<file path="config.mk">
export PLATFORM = sky130hd
export DESIGN_NAME = dma_engine
export DESIGN_NICKNAME = d
export VERILOG_FILES = /design/src/rtl/dma_pkg.sv /design/src/rtl/dma_regs.sv /design/src/rtl/dma_addr_gen.sv /design/src/rtl/dma_xfer_fsm.sv /design/src/rtl/dma_engine.sv
export SDC_FILE = /design/constraint.sdc
export NUM_CORES = 1
export LEC_CHECK = 0
export CAP_MARGIN = 20
export CORE_MARGIN = 2
export CORE_UTILIZATION = 57
export CTS_BUF_LIST = sky130_fd_sc_hd__clkbuf_16
export DETAILED_ROUTE_END_ITERATION = 7
export PLACE_DENSITY = 0.88
export SLEW_MARGIN = 20
export SYNTH_ARGS = -nofsm -noshare
export SYNTH_HDL_FRONTEND = slang
export SYNTH_SLANG_ARGS = --single-unit
</file>
<file path="constraint.sdc">
create_clock -name clk -period 9.5 [get_ports clk]
set_clock_uncertainty 0.15 [all_clocks]
set_input_delay 1.9 -clock clk [delete_from_list [all_inputs] [get_ports clk]]
set_output_delay 1.9 -clock clk [all_outputs]
set_load 0.005 [all_outputs]
</file>
<file path="src/rtl/dma_pkg.sv">
// Shared definitions for the block copy engine: register select codes,
// control bit positions and the sequencer state type.
package dma_pkg;

    localparam logic [2:0] SEL_SRC   = 3'd0;
    localparam logic [2:0] SEL_DST   = 3'd1;
    localparam logic [2:0] SEL_BURST = 3'd2;
    localparam logic [2:0] SEL_CTRL  = 3'd3;
    localparam logic [2:0] SEL_STAT  = 3'd4;

    localparam int CTRL_IRQEN = 29;
    localparam int CTRL_SPLIT = 30;
    localparam int CTRL_START = 31;
    localparam int STAT_BUSY  = 0;
    localparam int STAT_DONE  = 1;
    localparam int STAT_REM   = 16;

    typedef enum logic [2:0] {
        XS_IDLE,
        XS_REQ,
        XS_RD,
        XS_WR,
        XS_GAP
    } xfer_state_e;

endpackage

</file>
<file path="src/rtl/dma_regs.sv">
// Register front end of the copy engine. Holds the programmed source,
// destination, burst count, length and mode bits. Turns a control write
// with the start bit into a one-cycle start pulse and keeps the done flag.
// Assumes AW <= DW, LW <= 16 and DW >= 32.
module dma_regs
    import dma_pkg::*;
#(
    parameter int AW = 32,
    parameter int DW = 32,
    parameter int LW = 16
) (
    input  logic          clk,
    input  logic          rst_n,
    input  logic          cfg_wr,
    input  logic [2:0]    cfg_sel,
    input  logic [DW-1:0] cfg_wdata,
    input  logic          eng_busy,
    input  logic          done_evt,
    input  logic [LW-1:0] remaining,
    output logic [DW-1:0] cfg_rdata,
    output logic [AW-1:0] src_q,
    output logic [AW-1:0] dst_q,
    output logic [LW-1:0] len_q,
    output logic [LW-1:0] burst_q,
    output logic          split_q,
    output logic          irqen_q,
    output logic          start_q,
    output logic          busy_o,
    output logic          done_q
);

    logic unused_wdata;
    assign unused_wdata = ^cfg_wdata[CTRL_IRQEN-1:LW];

    // A pending start pulse already counts as busy so no write slips in.
    assign busy_o = eng_busy | start_q;

    // Accept register writes only while the engine is idle.
    always_ff @(posedge clk) begin
        if (!rst_n) begin
            src_q   <= '0;
            dst_q   <= '0;
            len_q   <= '0;
            burst_q <= '0;
            split_q <= 1'b0;
            irqen_q <= 1'b0;
            start_q <= 1'b0;
        end else begin
            start_q <= 1'b0;
            if (cfg_wr && !busy_o) begin
                case (cfg_sel)
                    SEL_SRC:   src_q   <= cfg_wdata[AW-1:0];
                    SEL_DST:   dst_q   <= cfg_wdata[AW-1:0];
                    SEL_BURST: burst_q <= cfg_wdata[LW-1:0];
                    SEL_CTRL: begin
                        len_q   <= cfg_wdata[LW-1:0];
                        irqen_q <= cfg_wdata[CTRL_IRQEN];
                        split_q <= cfg_wdata[CTRL_SPLIT];
                        start_q <= cfg_wdata[CTRL_START];
                    end
                    default: ;
                endcase
            end
        end
    end

    // Done flag: set at completion, cleared by the next start.
    always_ff @(posedge clk) begin
        if (!rst_n)        done_q <= 1'b0;
        else if (done_evt) done_q <= 1'b1;
        else if (start_q)  done_q <= 1'b0;
    end

    // Read-back multiplexer.
    always_comb begin
        cfg_rdata = '0;
        case (cfg_sel)
            SEL_SRC:   cfg_rdata[AW-1:0] = src_q;
            SEL_DST:   cfg_rdata[AW-1:0] = dst_q;
            SEL_BURST: cfg_rdata[LW-1:0] = burst_q;
            SEL_CTRL: begin
                cfg_rdata[LW-1:0]       = len_q;
                cfg_rdata[CTRL_IRQEN]   = irqen_q;
                cfg_rdata[CTRL_SPLIT]   = split_q;
            end
            SEL_STAT: begin
                cfg_rdata[STAT_BUSY]       = busy_o;
                cfg_rdata[STAT_DONE]       = done_q;
                cfg_rdata[STAT_REM +: LW]  = remaining;
            end
            default: cfg_rdata = '0;
        endcase
    end

    // a write while busy leaves every programmed value untouched.
    a_r10_frozen_while_busy: assert property (@(posedge clk) disable iff (!rst_n)
        (cfg_wr && busy_o) |=> ($stable(src_q) && $stable(dst_q) &&
                                $stable(len_q) && $stable(burst_q)));

    // a start with no completion in the same cycle clears done.
    a_r8_start_clears_done: assert property (@(posedge clk) disable iff (!rst_n)
        (start_q && !done_evt) |=> !done_q);

endmodule

</file>
<file path="src/rtl/dma_addr_gen.sv">
// Working address and count registers. On load it takes the programmed
// source, destination and length. On each completed word it advances
// both addresses by one word and lowers the remaining count.
// Assumes step is never given while remaining is zero.
module dma_addr_gen #(
    parameter int AW         = 32,
    parameter int LW         = 16,
    parameter int WORD_BYTES = 4
) (
    input  logic          clk,
    input  logic          rst_n,
    input  logic          load,
    input  logic          step,
    input  logic [AW-1:0] src_in,
    input  logic [AW-1:0] dst_in,
    input  logic [LW-1:0] len_in,
    output logic [AW-1:0] cur_src,
    output logic [AW-1:0] cur_dst,
    output logic [LW-1:0] remaining,
    output logic          last
);

    localparam logic [AW-1:0] STRIDE = AW'(WORD_BYTES);

    // Load at start, step once per finished word.
    always_ff @(posedge clk) begin
        if (!rst_n) begin
            cur_src   <= '0;
            cur_dst   <= '0;
            remaining <= '0;
        end else if (load) begin
            cur_src   <= src_in;
            cur_dst   <= dst_in;
            remaining <= len_in;
        end else if (step) begin
            cur_src   <= cur_src + STRIDE;
            cur_dst   <= cur_dst + STRIDE;
            remaining <= remaining - 1'b1;
        end
    end

    assign last = (remaining == LW'(1));

    // each step lowers the count by exactly one.
    a_r4_count_down: assert property (@(posedge clk) disable iff (!rst_n)
        (step && !load) |=> (remaining == $past(remaining) - LW'(1)));

    // each step moves both addresses by one word.
    a_r4_addr_advance: assert property (@(posedge clk) disable iff (!rst_n)
        (step && !load) |=> ((cur_src == $past(cur_src) + STRIDE) &&
                             (cur_dst == $past(cur_dst) + STRIDE)));

endmodule

</file>
<file path="src/rtl/dma_xfer_fsm.sv">
// Bus sequencer. Requests the bus, then alternates a read phase and a
// write phase per word. Each phase is held until the memory acknowledges.
// In split mode it drops the request for one cycle after each burst.
// Assumes the arbiter samples bus_req and drives bus_gnt.
module dma_xfer_fsm
    import dma_pkg::*;
#(
    parameter int LW = 16
) (
    input  logic          clk,
    input  logic          rst_n,
    input  logic          start,
    input  logic          len_zero,
    input  logic          split,
    input  logic [LW-1:0] burst,
    input  logic          last,
    input  logic          bus_gnt,
    input  logic          mem_rdy_n,
    output logic          bus_req,
    output logic          strobe,
    output logic          rd_phase,
    output logic          load,
    output logic          step,
    output logic          capture,
    output logic          done_evt,
    output logic          busy
);

    xfer_state_e   st, st_nxt;
    logic [LW-1:0] beat_cnt;
    logic          cnt_clr, cnt_inc;
    logic [LW:0]   burst_eff;
    logic          burst_end;
    logic          ack;

    // A zero burst count is treated as one word per burst.
    assign burst_eff = (burst == '0) ? (LW+1)'(1) : {1'b0, burst};
    assign burst_end = ({1'b0, beat_cnt} + (LW+1)'(1)) >= burst_eff;
    assign ack       = bus_gnt && !mem_rdy_n;

    // Next state and per-cycle controls.
    always_comb begin
        st_nxt   = st;
        load     = 1'b0;
        step     = 1'b0;
        capture  = 1'b0;
        done_evt = 1'b0;
        bus_req  = 1'b0;
        strobe   = 1'b0;
        cnt_clr  = 1'b0;
        cnt_inc  = 1'b0;
        case (st)
            XS_IDLE: begin
                if (start) begin
                    if (len_zero) begin
                        done_evt = 1'b1;
                    end else begin
                        load    = 1'b1;
                        cnt_clr = 1'b1;
                        st_nxt  = XS_REQ;
                    end
                end
            end
            XS_REQ: begin
                bus_req = 1'b1;
                if (bus_gnt) st_nxt = XS_RD;
            end
            XS_RD: begin
                bus_req = 1'b1;
                strobe  = bus_gnt;
                if (ack) begin
                    capture = 1'b1;
                    st_nxt  = XS_WR;
                end
            end
            XS_WR: begin
                bus_req = 1'b1;
                strobe  = bus_gnt;
                if (ack) begin
                    step = 1'b1;
                    if (last) begin
                        done_evt = 1'b1;
                        st_nxt   = XS_IDLE;
                    end else if (split && burst_end) begin
                        cnt_clr = 1'b1;
                        st_nxt  = XS_GAP;
                    end else begin
                        cnt_inc = 1'b1;
                        st_nxt  = XS_RD;
                    end
                end
            end
            XS_GAP:  st_nxt = XS_REQ;
            default: st_nxt = XS_IDLE;
        endcase
    end

    // State register.
    always_ff @(posedge clk) begin
        if (!rst_n) st <= XS_IDLE;
        else        st <= st_nxt;
    end

    // Words completed in the current burst.
    always_ff @(posedge clk) begin
        if (!rst_n)       beat_cnt <= '0;
        else if (cnt_clr) beat_cnt <= '0;
        else if (cnt_inc) beat_cnt <= beat_cnt + 1'b1;
    end

    assign rd_phase = (st == XS_RD);
    assign busy     = (st != XS_IDLE);

    // outside split mode the request only falls once the copy ends.
    a_r5_hold_until_end: assert property (@(posedge clk) disable iff (!rst_n)
        ($fell(bus_req) && !split) |-> (st == XS_IDLE));

    // a zero-length start never raises the request.
    a_r9_zero_no_request: assert property (@(posedge clk) disable iff (!rst_n)
        (st == XS_IDLE && start && len_zero) |=> !bus_req);

    // the request stays low for a full cycle after each split burst.
    a_r6_gap_cycle: assert property (@(posedge clk) disable iff (!rst_n)
        (st == XS_GAP) |-> (!bus_req && !strobe));

endmodule

</file>
<file path="src/rtl/dma_engine.sv">
// Top of the block copy engine. Joins the register front end, the address
// generator and the bus sequencer, holds the word in flight between its
// read and write, and drives the memory side of the shared bus.
// Assumes memory keeps mem_rdata valid in the cycle mem_rdy_n is low.
module dma_engine
    import dma_pkg::*;
#(
    parameter int AW         = 32,
    parameter int DW         = 32,
    parameter int LW         = 16,
    parameter int WORD_BYTES = 4
) (
    input  logic          clk,
    input  logic          rst_n,
    input  logic          cfg_wr,
    input  logic [2:0]    cfg_sel,
    input  logic [DW-1:0] cfg_wdata,
    output logic [DW-1:0] cfg_rdata,
    output logic          irq,
    output logic          bus_req,
    input  logic          bus_gnt,
    output logic          mem_strobe,
    output logic          mem_rw,
    output logic [AW-1:0] mem_addr,
    output logic [DW-1:0] mem_wdata,
    input  logic [DW-1:0] mem_rdata,
    input  logic          mem_rdy_n
);

    logic [AW-1:0] src_q, dst_q, cur_src, cur_dst;
    logic [LW-1:0] len_q, burst_q, remaining;
    logic          split_q, irqen_q, start_q, busy_o, done_q;
    logic          eng_busy, done_evt, load, step, capture, last, rd_phase;
    logic [DW-1:0] data_q;

    dma_regs #(.AW(AW), .DW(DW), .LW(LW)) u_regs (
        .clk       (clk),
        .rst_n     (rst_n),
        .cfg_wr    (cfg_wr),
        .cfg_sel   (cfg_sel),
        .cfg_wdata (cfg_wdata),
        .eng_busy  (eng_busy),
        .done_evt  (done_evt),
        .remaining (remaining),
        .cfg_rdata (cfg_rdata),
        .src_q     (src_q),
        .dst_q     (dst_q),
        .len_q     (len_q),
        .burst_q   (burst_q),
        .split_q   (split_q),
        .irqen_q   (irqen_q),
        .start_q   (start_q),
        .busy_o    (busy_o),
        .done_q    (done_q)
    );

    dma_addr_gen #(.AW(AW), .LW(LW), .WORD_BYTES(WORD_BYTES)) u_addr (
        .clk       (clk),
        .rst_n     (rst_n),
        .load      (load),
        .step      (step),
        .src_in    (src_q),
        .dst_in    (dst_q),
        .len_in    (len_q),
        .cur_src   (cur_src),
        .cur_dst   (cur_dst),
        .remaining (remaining),
        .last      (last)
    );

    dma_xfer_fsm #(.LW(LW)) u_fsm (
        .clk       (clk),
        .rst_n     (rst_n),
        .start     (start_q),
        .len_zero  (len_q == '0),
        .split     (split_q),
        .burst     (burst_q),
        .last      (last),
        .bus_gnt   (bus_gnt),
        .mem_rdy_n (mem_rdy_n),
        .bus_req   (bus_req),
        .strobe    (mem_strobe),
        .rd_phase  (rd_phase),
        .load      (load),
        .step      (step),
        .capture   (capture),
        .done_evt  (done_evt),
        .busy      (eng_busy)
    );

    // Hold the word read from the source until its write completes.
    always_ff @(posedge clk) begin
        if (!rst_n)       data_q <= '0;
        else if (capture) data_q <= mem_rdata;
    end

    assign mem_rw    = rd_phase;
    assign mem_addr  = rd_phase ? cur_src : cur_dst;
    assign mem_wdata = data_q;
    assign irq       = done_q & irqen_q;

    // an access only begins after the request was already out.
    a_r3_request_before_use: assert property (@(posedge clk) disable iff (!rst_n)
        $rose(mem_strobe) |-> (bus_req && $past(bus_req)));

    // an unacknowledged access keeps its address and direction.
    a_r4_hold_access: assert property (@(posedge clk) disable iff (!rst_n)
        (mem_strobe && mem_rdy_n) |=> ($stable(mem_addr) && $stable(mem_rw)));

    // done only rises with the remaining count at zero.
    a_r8_done_at_zero: assert property (@(posedge clk) disable iff (!rst_n)
        $rose(done_q) |-> (remaining == '0));

endmodule

</file>
**Word level (Yosys, flattened, before mapping)**

Cells that the tools add are included.

- Output and inout port bits: 100
- Register bits after elaboration: 231
- Logic and storage cells: 102

- Add/subtract/negate cells: 5
- $lt $le $gt $ge: 1
- Equal/unequal tests: 14
- Reduce and logical (&&, ||, !) cells: 21
- Muxes and demuxes: 44
- Bitwise operators: 3

Operator list:

| operator | count |
|---|---|
| 2-to-1 mux 32 bit | 5 |
| adder 32 x 3 -> 32 bit, second input constant | 2 |
| one-hot mux 14 bit (4 select lines) | 1 |
| 2-to-1 mux 16 bit | 3 |
| one-hot mux 13 bit (3 select lines) | 1 |
| zero test 16 bit | 2 |
| 2-to-1 mux 1 bit | 21 |
| 2-to-1 mux 3 bit | 7 |
| adder 16 x 1 -> 17 bit, second input constant | 1 |
| >= comparator 17 bit | 1 |
| adder 16 x 1 -> 16 bit, second input constant | 1 |
| equality test 16 x 1 -> 1 bit, second input constant | 1 |
| subtractor 16 x 1 -> 16 bit, second input constant | 1 |
| one-hot mux 3 bit (5 select lines) | 1 |
| equality test 3 x 2 -> 1 bit, second input constant | 4 |
| one-hot mux 2 bit (5 select lines) | 1 |
| one-hot mux 2 bit (4 select lines) | 1 |
| AND reduction 2 bit | 4 |
| equality test 3 x 1 -> 1 bit, second input constant | 2 |
| equality test 3 bit, second input constant | 2 |
| zero test 3 bit | 2 |
| inequality test 2 bit, second input constant | 3 |
| AND reduction 5 bit | 1 |
| inequality test 2 x 1 -> 1 bit, second input constant | 2 |
| other kinds (12) | 18 |

**Longest topological paths before layout**

- Word-level depth: 9
- Mapped depth: 14
- Depth with buffers taken out: 12

**Hierarchy**

From an unflattened synthesis, not the netlist that was laid out.

- Cells, all modules: 1,408
- Area total of the unflattened synthesis: 12,754.7 µm²

By module, submodules not included:

| module | seq. area each (µm²) | instances | cells an instance | area an instance (µm²) |
|---|---|---|---|---|
| dma_regs | 2,001.9 | 1 | 469 | 4,668.2 |
| dma_addr_gen | 1,601.5 | 1 | 574 | 4,551.9 |
| dma_engine | 640.6 | 1 | 145 | 1,813.0 |
| dma_xfer_fsm | 380.4 | 1 | 220 | 1,721.7 |

**Worst setup path before layout**

No wires, ideal clock.

- Path kind: in2out
- Start: in cfg_sel[0]
- End: out cfg_rdata[21]
- Arrival: 3.076 ns
- Cell stages on the path: 6
- Buffers on the path: 2
- Setup slack: 4.374 ns
- Cell sequence: buf_1 buf_2 mux2i_1 nor2_1 a21oi_1 nor2_1

- Word-level cells in the longest chain between the ends: 2
- Elaborated cells on any way between the ends: 4
- Classes of those cells: eq/ne (2); mux (1); reduce/logical (1)

Ends and longest elaborated chain:

| item | RTL line | text |
|---|---|---|
| start: declaration | dma_engine.sv:16 | `input logic [2:0] cfg_sel,` |
| equality test 3 bit (tied with other cells) | dma_regs.sv:77 | `case (cfg_sel)` |
| one-hot mux 13 bit (3 select lines) * | dma_regs.sv:77 |  |
| end: declaration | dma_engine.sv:18 | `output logic [DW-1:0] cfg_rdata,` |

Mark *: on every way between the ends. The rest lies on a longest branch, timed or not.

**Final worst setup path**

- Start: in cfg_sel[2]
- End: out cfg_rdata[16]

Same word-level chain as after synthesis.

==> results.md <==
* P&R area growth vs syn at 21.13%
* CTS Buffer Depth at 3
* DRC at 0
* Fin. max-slew vios at 0
* Mapped Area at 11,850 um^2
* Worst min-delay path class: flop to flop
* Via count at 12,109
* Final setup fails at 0
* Share of the synthesized area in the top cell type at 39.01%
* Pin count of the biggest net entering global routing at 118
* Max Cap Viol at 0
* Arr. time, crit path at 4380 ps
* Total leakage power at 5.027 nW
* Most frequent cells in the layout: 330 x nand2_1, 231 x dfxtp_1, 214 x a21oi_1
* Pin slew with the least headroom to its limit at 1106 ps
* Fin crit period at 6427 ps
* Placed cell count at 1,864
* Final non-filler cell total at 1,909
* Syn_area_per_cell at 7.830 um^2
* Seq/Total Area, Yosys at 39.01%
* WL/cell at 19.32 um
* Top FF cell, synth: dfxtp_1
* Yosys top cell by area: dfxtp_1
* Worst R2R Start: u_fsm.beat_cnt[2]$_SDFFE_PP0P_
* Cell count of the worst reg-to-reg path at 12
* Routability cong. at 0.9205
* Final antenna diode count at 0
* Root Buffer: clkbuf_16
* Share of post-route cells with drive strength above 1 at 7.566%
* Multiplexer area fraction after synthesis at 8.961%
* Final setup margin at 3073 ps
* Crit-path most repeated cell: clkdlybuf4s50_1
* Max FO, Critical Path at 37
* Gate Count Post-Synth at 1,514
* Die ar. at 21,970 um^2
* H-tree depth at 1
* Final hold viol count at 0
* R2R Setup Slk at 5870 ps
* Final Power at 0.002015 W
* Initial Utilization at 58.39%
* Final setup TNS at 0 ps
* Crit path cell chain: clkdlybuf4s50_1 -> buf_4 -> nor2b_2 -> a21oi_1 -> nor2_1 -> clkdlybuf4s50_1
* Slew HR at 25.57%
* Complex-gate fraction of the synthesized area at 17.08%
* Detailed Routing Iterations Pass 1 at 8
* Critical path required time at 7450 ps
* CTS tree: yes
* Core footprint at 20,300 um^2
* Initial DRC Count at 1,384
* Number of flops mapped to enable cells by yosys at 0
* Hold Crit Start: mem_wdata[10]$_SDFFE_PN0P_
* Yosys Warn Count at 0
* VDD IR max at 151.1 uV
* DRT Wirelength at 36.87 mm
* Run status: finished clean
* Post-layout net count at 1,714
* Drt via density at 6.343
* Die W at 148.2 um
* Resized Gates After CTS at 0
* FP Rows at 52
* Total track usage at 32.53%
* CTS Hold Buffers Added at 0
* Post-Place Cell Area at 13,600 um^2
* FF-to-FF End: u_fsm.st[1]$_SDFFE_PN0P_
* Worst Setup End Kind: primary output
* Hold-critical path depth at 2
* Kind of critical path: input pin to primary output
* Area share of fa/ha/maj cells after synthesis at 2.217%
* RSZ-0062 raised after global routing: no
* Finished Cell Area at 14,360 um^2
* Synthesis-stage register bit count at 231
* Post-Synth XOR/XNOR Area at 2.280%
* Ports at 172
* Asr flop ratio synth at 0%
* Clock Pin Slew Worst Setup and Hold Paths at 60 ps
* I/O Buffers at 171
* Post-CTS setup buffers at 0
* Detail Placement HPWL at 25.03 mm
* Worst skew pair latency at 520 ps
* Max Fclk at 155.6 MHz
* Clock sinks at 231
* Placement Setup Slack at 2825 ps
* Final Cycle Share at 67.65%
* Global-route wire length before repair at 58.68 mm
* Critical Path Start Type: input pin
* Commonest non-fill, non-tap cell in the layout: nand2_1
* CP max stage delay at 710 ps
* Inserted Clock Buffers at 24
* Unique masters post-synth at 64
* Vias in the first global route at 11,457
* Hold Path End: mem_wdata[10]$_SDFFE_PN0P_
* Largest family of logic cells by synthesized area: simple AND/OR/NAND/NOR gates
* Largest cells by area after synthesis: dfxtp_1 39%, nand2_1 10%, a21oi_1 9.0%
* CP max-delay cell: nor2b_2
* Simple logic cell fraction of the synthesized area at 25.58%
* Die span in y at 148.2 um
* Initial antenna violation count at 0
* GRT overflow at 0
* PD cells at 140.3 nW/um^2
* Synthesized net count at 1,607
* Routed Antenna Nets at 0
## routing by layer
layer | global-route usage, % | share of wire, % | vias to the layer above
met2 | 51.85 | 45 | 810
met3 | 7.975 | 12 | 138
met1 | 42.22 | 39 | 5602
li1 | - | - | 5559
met4 | 14.05 | 4.4 | 0
met5 | 0 | 0 | -
## critical path: cells and delay by family
family | cells | cell delay (ps)
buf+inv | 3 | 1380
simple gates | 2 | 940
compound gates | 1 | 150
## sequential cells by signal, summed over array words and instances (netlist names)
| name | count |
|---|---|
| u_addr.remaining | 16 |
| u_regs.dst_q | 32 |
| u_addr.cur_src | 32 |
| u_regs.burst_q | 16 |
| u_regs.len_q | 16 |
| u_fsm.st | 3 |
| u_regs.irqen_q | 1 |
| u_fsm.beat_cnt | 16 |
| u_regs.split_q | 1 |
| u_regs.start_q | 1 |
| u_regs.done_q | 1 |
| mem_wdata | 32 |
| u_addr.cur_dst | 32 |
| u_regs.src_q | 32 |
## how the worst max path moves through the flow
stage	startpoint	to	slack (ps)
2_1_floorplan	cfg_sel[0]	cfg_rdata[21]	4370
3_3_place_gp	cfg_sel[2]	cfg_rdata[16]	2880
3_5_place_dp	cfg_sel[2]	cfg_rdata[1]	2820
4_1_cts	cfg_sel[2]	cfg_rdata[1]	2820
5_1_grt	cfg_sel[2]	cfg_rdata[1]	3020
6_report	cfg_sel[2]	cfg_rdata[16]	3070
## Yosys cell counts (18+ instances only)
master      n
a21oi_1   214
a31oi_1    22
buf_2      30
clkbuf_1   68
dfxtp_1   231
ha_1       21
inv_1      32
mux2_2     35
mux2i_1    33
nand2_1   331
nand3_1    44
nand4_1    27
nor2_1    122
nor2b_1    18
nor3_1     23
nor4_1     20
o21ai_0    41
## area by class of cell
class / instances / area (um^2)
Timing Repair Buffer: 188 / 1847
Fill cell: 1568 / 5941
Clock buffer: 25 / 625.6
Multi-Input combinational cell: 1143 / 6680
Inverter: 33 / 128.9
Clock inverter: 19 / 115.1
Sequential cell: 231 / 4624
Tap cell: 270 / 337.8
## per-stage QoR
step	hold slack (ps)	utilization, %
2_1_floorplan	282.9	-
3_3_place_gp	290.5	66.97
3_5_place_dp	295.7	66.97
4_1_cts	303.7	70.62
5_1_grt	317.9	70.73
6_report	302.1	70.73
## cell families after synthesis
logic type,count (synthesis)
multiplexers,83
adder cells (fa/ha/maj),21
AO/OA/AOI/OAI,352
XOR/XNOR,30
AND/OR/NAND/NOR,657
flip-flops,231
buffers and inverters,140
## report_power, final
group,internal [W],leakage (nW),switching (W)
combinational,0.0000549,2.79,0.0000713
sequential,0.000978,1.86,0.0000119
clock,0.000503,0.374,0.000395
total,0.00154,5.03,0.000479
Power figures use the tool's default switching activity.
